==> config.mk <==
export PLATFORM = sky130hd
export DESIGN_NAME = gpio_irq_sense
export DESIGN_NICKNAME = d
export VERILOG_FILES = /design/src/rtl/gpio_irq_pkg.sv /design/src/rtl/gpio_irq_regs.sv /design/src/rtl/gpio_irq_detect.sv /design/src/rtl/gpio_irq_sense.sv
export SDC_FILE = /design/constraint.sdc
export NUM_CORES = 1
export LEC_CHECK = 0
export ABC_AREA = 1
export BUFFER_PORTS_ARGS = -buffer_cell sky130_fd_sc_hd__buf_2
export CAP_MARGIN = 20
export CORE_MARGIN = 4
export CORE_UTILIZATION = 58
export DETAILED_ROUTE_END_ITERATION = 7
export PLACE_DENSITY = 0.76
export SLEW_MARGIN = 20
export SYNTH_ARGS = -nofsm -noshare
export SYNTH_HDL_FRONTEND = slang
export SYNTH_SLANG_ARGS = --single-unit
==> constraint.sdc <==
create_clock -name clk_i -period 1.8 [get_ports clk_i]
set_input_delay 0.27 -clock clk_i [delete_from_list [all_inputs] [get_ports clk_i]]
set_output_delay 0.27 -clock clk_i [all_outputs]
set_load 0.01 [all_outputs]
==> src/rtl/gpio_irq_pkg.sv <==
package gpio_irq_pkg;
  localparam int OFF_W = 12;
  localparam logic [OFF_W-1:0] OFF_SENSE = 12'h404;
  localparam logic [OFF_W-1:0] OFF_BOTH  = 12'h408;
  localparam logic [OFF_W-1:0] OFF_POL   = 12'h40C;
  localparam logic [OFF_W-1:0] OFF_EN    = 12'h410;
  localparam logic [OFF_W-1:0] OFF_RAW   = 12'h414;
  localparam logic [OFF_W-1:0] OFF_MSK   = 12'h418;
  localparam logic [OFF_W-1:0] OFF_CLR   = 12'h41C;

  typedef enum logic [2:0] {
    SEL_NONE, SEL_SENSE, SEL_BOTH, SEL_POL, SEL_EN, SEL_RAW, SEL_MSK, SEL_CLR
  } reg_sel_e;
endpackage

==> src/rtl/gpio_irq_regs.sv <==
module gpio_irq_regs
  import gpio_irq_pkg::*;
#(
  parameter int N_LINES = 8,
  parameter int ADDR_W  = 12
) (
  input  logic               clk_i,
  input  logic               rst_ni,
  input  logic [ADDR_W-1:0]  addr_i,
  input  logic [N_LINES-1:0] wdata_i,
  input  logic               wr_en_i,
  input  logic [N_LINES-1:0] raw_i,
  output logic [N_LINES-1:0] sense_o,
  output logic [N_LINES-1:0] both_o,
  output logic [N_LINES-1:0] pol_o,
  output logic [N_LINES-1:0] en_o,
  output logic [N_LINES-1:0] clr_o,
  output logic [N_LINES-1:0] rdata_o
);
  reg_sel_e sel;
  logic [N_LINES-1:0] sense_q, both_q, pol_q, en_q;

  always_comb begin
    unique case (addr_i)
      ADDR_W'(OFF_SENSE): sel = SEL_SENSE;
      ADDR_W'(OFF_BOTH):  sel = SEL_BOTH;
      ADDR_W'(OFF_POL):   sel = SEL_POL;
      ADDR_W'(OFF_EN):    sel = SEL_EN;
      ADDR_W'(OFF_RAW):   sel = SEL_RAW;
      ADDR_W'(OFF_MSK):   sel = SEL_MSK;
      ADDR_W'(OFF_CLR):   sel = SEL_CLR;
      default:            sel = SEL_NONE;
    endcase
  end

  always_ff @(posedge clk_i or negedge rst_ni) begin
    if (!rst_ni) begin
      sense_q <= '0;
      both_q  <= '0;
      pol_q   <= '0;
      en_q    <= '0;
    end else if (wr_en_i) begin
      if (sel == SEL_SENSE) sense_q <= wdata_i;
      if (sel == SEL_BOTH)  both_q  <= wdata_i;
      if (sel == SEL_POL)   pol_q   <= wdata_i;
      if (sel == SEL_EN)    en_q    <= wdata_i;
    end
  end

  assign clr_o = (wr_en_i && sel == SEL_CLR) ? wdata_i : '0;

  always_comb begin
    unique case (sel)
      SEL_SENSE: rdata_o = sense_q;
      SEL_BOTH:  rdata_o = both_q;
      SEL_POL:   rdata_o = pol_q;
      SEL_EN:    rdata_o = en_q;
      SEL_RAW:   rdata_o = raw_i;
      SEL_MSK:   rdata_o = raw_i & en_q;
      default:   rdata_o = '0;
    endcase
  end

  assign sense_o = sense_q;
  assign both_o  = both_q;
  assign pol_o   = pol_q;
  assign en_o    = en_q;

  p_cfg_hold_r8: assert property (@(posedge clk_i) disable iff (!rst_ni)
    !wr_en_i |=> ($stable(sense_q) && $stable(both_q) && $stable(pol_q) && $stable(en_q)));
  p_clr_reads_zero_r6: assert property (@(posedge clk_i) disable iff (!rst_ni)
    (addr_i == ADDR_W'(OFF_CLR)) |-> (rdata_o == '0));
endmodule

==> src/rtl/gpio_irq_detect.sv <==
module gpio_irq_detect #(
  parameter int N_LINES = 8
) (
  input  logic               clk_i,
  input  logic               rst_ni,
  input  logic [N_LINES-1:0] pin_i,
  input  logic [N_LINES-1:0] sense_i,
  input  logic [N_LINES-1:0] both_i,
  input  logic [N_LINES-1:0] pol_i,
  input  logic [N_LINES-1:0] clr_i,
  output logic [N_LINES-1:0] raw_o
);
  logic [N_LINES-1:0] prev_q, lat_q, hit;

  always_ff @(posedge clk_i or negedge rst_ni) begin
    if (!rst_ni) prev_q <= '0;
    else         prev_q <= pin_i;
  end

  for (genvar g = 0; g < N_LINES; g++) begin : g_line
    logic rise, fall;
    assign rise = pin_i[g] & ~prev_q[g];
    assign fall = ~pin_i[g] & prev_q[g];
    // either-edge select overrides polarity
    assign hit[g] = ~sense_i[g] & (both_i[g] ? (rise | fall) : (pol_i[g] ? rise : fall));

    // a fresh edge beats a same-cycle clear
    always_ff @(posedge clk_i or negedge rst_ni) begin
      if (!rst_ni)       lat_q[g] <= 1'b0;
      else if (hit[g])   lat_q[g] <= 1'b1;
      else if (clr_i[g]) lat_q[g] <= 1'b0;
    end

    assign raw_o[g] = sense_i[g] ? (pin_i[g] == pol_i[g]) : lat_q[g];

    p_edge_wins_r7: assert property (@(posedge clk_i) disable iff (!rst_ni)
      hit[g] |=> lat_q[g]);
    p_clr_drops_r6: assert property (@(posedge clk_i) disable iff (!rst_ni)
      (clr_i[g] && !hit[g]) |=> !lat_q[g]);
    p_level_quiet_r2: assert property (@(posedge clk_i) disable iff (!rst_ni)
      (sense_i[g] && (pin_i[g] != pol_i[g])) |-> !raw_o[g]);
  end
endmodule

==> src/rtl/gpio_irq_sense.sv <==
module gpio_irq_sense #(
  parameter int N_LINES = 8,
  parameter int ADDR_W  = 12
) (
  input  logic               clk_i,
  input  logic               rst_ni,
  input  logic [N_LINES-1:0] pin_i,
  input  logic [ADDR_W-1:0]  addr_i,
  input  logic [N_LINES-1:0] wdata_i,
  input  logic               wr_en_i,
  output logic [N_LINES-1:0] rdata_o,
  output logic               irq_o
);
  logic [N_LINES-1:0] sense, both, pol, en, clr, raw;

  gpio_irq_regs #(.N_LINES(N_LINES), .ADDR_W(ADDR_W)) u_regs (
    .clk_i(clk_i), .rst_ni(rst_ni), .addr_i(addr_i), .wdata_i(wdata_i),
    .wr_en_i(wr_en_i), .raw_i(raw), .sense_o(sense), .both_o(both),
    .pol_o(pol), .en_o(en), .clr_o(clr), .rdata_o(rdata_o)
  );

  gpio_irq_detect #(.N_LINES(N_LINES)) u_detect (
    .clk_i(clk_i), .rst_ni(rst_ni), .pin_i(pin_i), .sense_i(sense),
    .both_i(both), .pol_i(pol), .clr_i(clr), .raw_o(raw)
  );

  assign irq_o = |(raw & en);

  p_irq_off_when_masked_r5: assert property (@(posedge clk_i) disable iff (!rst_ni)
    (en == '0) |-> !irq_o);
  p_irq_needs_raw_r5: assert property (@(posedge clk_i) disable iff (!rst_ni)
    irq_o |-> (raw != '0));
endmodule

==> results of run 1 <==
[power by group through the flow]
stage	Sequential (mW)	Combinational, mW	Clock, mW
final	1.14	0.320	0.659
after global routing	1.14	0.360	0.725
after CTS	1.14	0.291	0.670
after detailed placement	1.16	0.259	0
after global placement	1.16	0.251	0
after floorplan	1.15	0.149	0
[layout by cell type, fill, tap and decap left out, drive strengths merged]
master       netlist  layout
a21boi             1       1
a21oi             12      12
and3               1       1
buf                4      71
clkbuf             1       8
dfrtp             48      48
dlygate4sd3        0       1
ha                16      16
inv               71      71
mux2               1       1
nand2            120     120
nand2b             1       1
nand3             30      30
nand4              3       3
nor2              44      44
nor3               2       2
o211ai             8       8
o21ai             49      49
o22ai              3       3
or2                1       1
xor2               5       5
[cell type report]
| type | instances | area [µm²] | share of cell area [%] |
|---|---|---|---|
| Sequential cell | 48 | 1200 | 30.1 |
| Inverter | 71 | 277 | 6.93 |
| Clock buffer | 8 | 90.1 | 2.26 |
| Timing Repair Buffer | 72 | 523 | 13.1 |
| Multi-Input combinational cell | 297 | 1810 | 45.4 |
| Tap cell | 70 | 87.6 | 2.20 |
[through the flow]
stage / TNS, ns / hold WS [ns] / setup slack [ns] / util [%] / power, mW
finish: -0.162 / 0.122 / -0.0621 / 77.1 / 2.12
global route: -1.02 / 0.114 / -0.171 / 77.1 / 2.23
CTS: -0.0830 / 0.116 / -0.0433 / 73.7 / 2.10
detailed placement: -0.738 / 0.276 / -0.107 / 68.3 / 1.42
global placement: -0.230 / 0.275 / -0.0387 / 68.3 / 1.41
floorplan: 0 / -0.0256 / 0.203 / - / 1.30
[timing repair]
action	CTS	global route
gates resized for setup	36	42
pin swaps	17	30
hold endpoints to repair	48	0
hold buffers	1	0
buffers inserted	8	6
setup endpoints to repair	9	9
[cell families (layout without fill, tap and decap cells)]
group,after synthesis,after routing,synth area share (%)
adder cells (fa/ha/maj),16,16,6.37
buffers and inverters,76,151,9.64
flip-flops,48,48,38.2
AND/OR/NAND/NOR,202,202,30.6
XOR/XNOR,5,5,1.39
AO/OA/AOI/OAI,73,73,13.4
multiplexers,1,1,0.359
[worst max-delay path by stage]
stage            endpoint         startpoint  slack, ns  depth (start not counted)
6_report       rdata_o[1]    u_regs.pol_o[1]      -0.06                          9
3_5_place_dp   rdata_o[2]          addr_i[5]      -0.11                         13
5_1_grt        rdata_o[1]    u_regs.pol_o[1]      -0.17                          9
4_1_cts        rdata_o[4]  u_regs.sense_o[4]      -0.04                          7
2_1_floorplan  rdata_o[0]          addr_i[5]       0.20                         12
3_3_place_gp   rdata_o[4]          addr_i[7]      -0.04                         13
[flip-flops by register name, summed over array words and instances, names as in the netlist]
name             cells
u_detect.lat_q       8
u_detect.prev_q      8
u_regs.both_o        8
u_regs.en_o          8
u_regs.pol_o         8
u_regs.sense_o       8
[per-layer routing]
layer / wire length [µm] / global-route usage, % / up-vias / part of all wire [%]
met5: 0 / 0 / - / 0
met4: 169 / 9.63 / 0 / 2.2
met3: 322 / 4.71 / 18 / 4.1
met2: 3880 / 41.1 / 76 / 50
met1: 3420 / 31.5 / 1388 / 44
li1: - / - / 1483 / -
[worst reg2reg max path, cell delays in order, from the launching register on]
cell      delay (ns)
dfrtp_1         0.37
inv_1           0.05
ha_1            0.17
mux2_2          0.25
o21ai_0         0.22
o211ai_1        0.12
nand2_1         0.07
==> flow_summary.toml, run 1 <==
[grt]
grt.overflow.total = 0
grt_max_degree = 49
grt_pass1_vias = 2803
grt_antenna_before_repair = 0
grt_pass1_wl_mm = 12.5
grt.total_usage_pct = 24.6

[route]
ant_nets = 0
vias = 2965
drt-total-wl_mm = 7.79
drt_iter0_drc = 182
drtPass1Iterations = 4
drc = 0
wl_per_cell_um = 13.8
vias_per_cell = 5.24

[die]
ios = 40
dieArea_mm2 = 0.00666
core_area_mm2 = 0.00517
die_w_um = 81.6
start_util_pct = 60.7
rows = 26
die_y_um = 81.6

[cts]
clk_pin_slew_ns = 0.08
clockBufferDepth = 2
cts_tree = "done"
cts_root_buffer = "clkbuf_8"
htreeDepth = 2
cts_buffers = 5
cts_sinks = 48
clk_latency_ns = 0.29

[worst_hold_path]
whs_endpoint = "u_detect.prev_q[0]"
hp-start = "pin_i[0]"
holdPathStages = 1
hold_class = "input port to flip-flop"

[layout]
fin_nets = 542
final_cell_area_mm2 = 0.00399
area.growth.synth_to_final_pct = 27.1
layoutNonFillerInstCount = 566
drive_above_1_share_pct = 31.9
fillers = 393
antennaDiodeCount = 0

[worst_setup_path]
cp_slowest_cell = "dfrtp_1"
path_common_cell = "nand2_1"
worstPathArrival_ns = 1.59
endpoint_kind = "output pin"
cp.required_ns = 1.53
ff2ff_setup_slack_ns = 0.50
worstReg2RegStart = "u_detect.prev_q[5]"
rr_worst_depth = 6
r2r-end = "u_detect.lat_q[5]"
path_delay_family = "simple AND/OR/NAND/NOR gates"
path_buf_inv = 1
crit_chain = "xor2_1, nand2_1, nand2_2, nand3_2, nand2_1, nand2_1, nor2_2, nand3_1, buf_2"
worstSetupPathType = "flip-flop to output pin"
cp_max_fo = 3
cp-start-kind = "flip-flop"
crit_path_max_incr_delay_ns = 0.40

[timing]
max_slew_margin_pct = 76.7
slew_viol_final = 0
period_needed_ns = 1.86
fin_ws_ns = -0.0621
tightestPinTransition_ns = 0.349
finalSetupViolCount = 8
timing.final.crit_share_pct = 103
fmax_ghz = 0.537
clock_skew_ns = 0.00228
finalHoldViolCount = 0
rsz0062_at_grt = "true"

[synth]
yosysMostFrequentCell = "nand2_1"
synthCells = 421
synth_cell_types = 31
syn-num-nets = 468
ys.flop_type = "dfrtp_1"
yosysTopAreaCell = "dfrtp_1"
ys_ff_latch = 48
avgSynthCellArea_um2 = 7.46
synth_edf_count = 0
postSynth.asyncResetShare_pct = 100
synth.area.top_cells = "dfrtp_1, nand2_1, inv_1, ha_1, nor2_1"
ys_seq_area_share_pct = 38.2
synth.yosys.warnings = 0
syn_area_mm2 = 0.00314
synth_top_area_share_pct = 38.2
synth_common_cells = "nand2_1, inv_1, dfrtp_1"

[flow_run]
cap_violations = 0

[outcome]
status = "finished with violations"
violations = "negative setup slack"

[pwr]
cell_internal_pwr_mw = 1.56
power_frac_seq_pct = 53.7
leakagePower_nw = 2.06
p_clk_share_pct = 31.2
peakVddDrop_mv = 0.504
pwr-share-comb_pct = 15.1
p_switching_mw = 0.559
p_per_area_mw_per_mm2 = 530
sw_frac_of_total_pct = 26.4

[place]
dpl.hpwl_mm = 5.30
placed_area_mm2 = 0.00353
place_congestion = 0.831
portBuffers = 39
dp.cells = 543
(Power assumes the default switching activity.)
==> run 2, diff against run 1 <==
--- a/config.mk
+++ b/config.mk
@@ -8,5 +8,4 @@
 export ABC_AREA = 1
 export BUFFER_PORTS_ARGS = -buffer_cell sky130_fd_sc_hd__buf_2
-export CAP_MARGIN = 20
 export CORE_MARGIN = 4
 export CORE_UTILIZATION = 58
==> constraint.sdc (replaced) <==
create_clock -name clk_i -period 1.8 [get_ports clk_i]
set_input_delay 0.09 -clock clk_i [delete_from_list [all_inputs] [get_ports clk_i]]
set_output_delay 0.09 -clock clk_i [all_outputs]
set_load 0.01 [all_outputs]
==> flow_summary.toml, run 2 (synthesis gave the netlist of run 1 again) <==
[outcome]
status = "completed"

[layout]
post-route-util_pct = 70.4
antennaDiodeCount = 0
drive_above_1_share_pct = 21.2
final_common_cell = "nand2_1"
layout_common_cells = "nand2_1, inv_1, dfrtp_1"
final_cell_area_mm2 = 0.00364
area.growth.synth_to_final_pct = 16.0
fin_nets = 525

[timing]
finalHoldViolCount = 0
tightestPinTransition_ns = 0.616
timing.final.crit_share_pct = 95.4
max_slew_margin_pct = 59.0
clock_skew_ns = 0.00183
period_needed_ns = 1.72
finalSetupViolCount = 0
slew_viol_final = 0
fmax_ghz = 0.582
rsz0062_at_grt = "true"

[worst_hold_path]
hold_class = "input port to flip-flop"
hp-start = "pin_i[7]"
holdPathStages = 1
whs_endpoint = "u_detect.prev_q[7]"

[grt]
grt_pass1_vias = 2770
grt_pass1_wl_mm = 12.5
grt_max_degree = 49
grt_antenna_before_repair = 0
grt.overflow.total = 0
grt.total_usage_pct = 24.1

[worst_setup_path]
crit_chain = "dlygate4sd3_1, buf_2, xor2_2, nand2_1, and3_4, inv_1, o21ai_1, nor2_1, nand2_1, buf_2"
endpoint_kind = "output pin"
r2r-end = "u_detect.lat_q[5]"
cp_max_fo = 4
worstReg2RegStart = "u_detect.prev_q[5]"
path_buf_inv = 4
crit_path_max_incr_delay_ns = 0.54
setup.worst_path.start = "pin_i[4]"
cp_slowest_cell = "dlygate4sd3_1"
rr_worst_depth = 6
worstSetupPathType = "input port to output pin"
ff2ff_setup_slack_ns = 0.50
worstPathArrival_ns = 1.63
path_delay_family = "buffers and inverters"
cp.required_ns = 1.71
cp-start-kind = "input port"

[die]
start_util_pct = 60.7
die_y_um = 81.6
rows = 26
core_area_mm2 = 0.00517
ios = 40
die_w_um = 81.6
dieArea_mm2 = 0.00666

[route]
vias_per_cell = 5.13
ant_nets = 0
drt-total-wl_mm = 7.37
drt_iter0_drc = 148
wl_per_cell_um = 13.5
drc = 0
drtPass1Iterations = 4
vias = 2799

[pwr]
design_power_total_mw = 2.00
peakVddDrop_mv = 0.460
leakagePower_nw = 1.93
p_per_area_mw_per_mm2 = 549

[place]
place_congestion = 0.896
placed_area_mm2 = 0.00343
dpl.hpwl_mm = 5.22
portBuffers = 39

[cts]
cts_sinks = 48
clk_pin_slew_ns = 0.08
cts_buffers = 5
htreeDepth = 2
clockBufferDepth = 2
clk_latency_ns = 0.29
cts_root_buffer = "clkbuf_8"
cts_tree = "done"

[flow_run]
cap_violations = 0
==> run 2: area by class of cell <==
cell class	count	area, µm²
fillers	460	1530
multi-input cells	297	1670
well taps	70	87.6
inverters	71	267
repair buffers	55	352
clock buffers	5	68.8
flip-flops and latches	48	1200
==> run 2: worst max-delay path by stage <==
stage                                end  cells past startpoint  slack (ns)
after floorplan               rdata_o[4]                      6        0.54
after global placement    u_regs.en_o[0]                      9        0.20
after detailed placement  u_regs.en_o[6]                      9        0.17
after CTS                          irq_o                     10        0.05
after global routing          rdata_o[1]                      9       -0.03
final                              irq_o                     10        0.08
==> run 2: metrics by stage <==
step / setup slack [ns] / std cells / hold WS (ns) / setup TNS (ns)
after CTS: 0.0473 / 546 / 0.0980 / 0
after global placement: 0.205 / 531 / 0.225 / 0
after floorplan: 0.539 / 421 / -0.206 / 0
final: 0.0828 / 546 / 0.103 / 0
after global routing: -0.0257 / 546 / 0.119 / -0.0373
after detailed placement: 0.172 / 531 / 0.229 / 0
==> run 2: timing repair <==
action                                 CTS  global route
cloned                                   0             0
hold buffers                             9             0
setup endpoints to repair                1             7
buffers inserted                         1             1
pin swaps                                0             9
resized for setup                        0            18
endpoints found under the hold margin   56             0
==> run 2: routing by layer <==
metal  wire length [µm]  GRT usage (%)  part of all wire [%]  vias up
met1               3450           32.6                    47     1272
met5                  0              0                     0        -
met3                432           4.28                   5.9        9
li1                   -              -                     -     1442
met2               3420           39.4                    46       76
met4                 72           7.64                  0.98        0
==> run 2: where the power goes <==
group / leakage (nW) / switching (mW) / internal, mW / total, mW
registers: 0.630 / 0.0236 / 1.11 / 1.14
clock network: 0.0359 / 0.331 / 0.251 / 0.582
logic: 1.26 / 0.169 / 0.111 / 0.281
total: 1.93 / 0.524 / 1.48 / 2.00
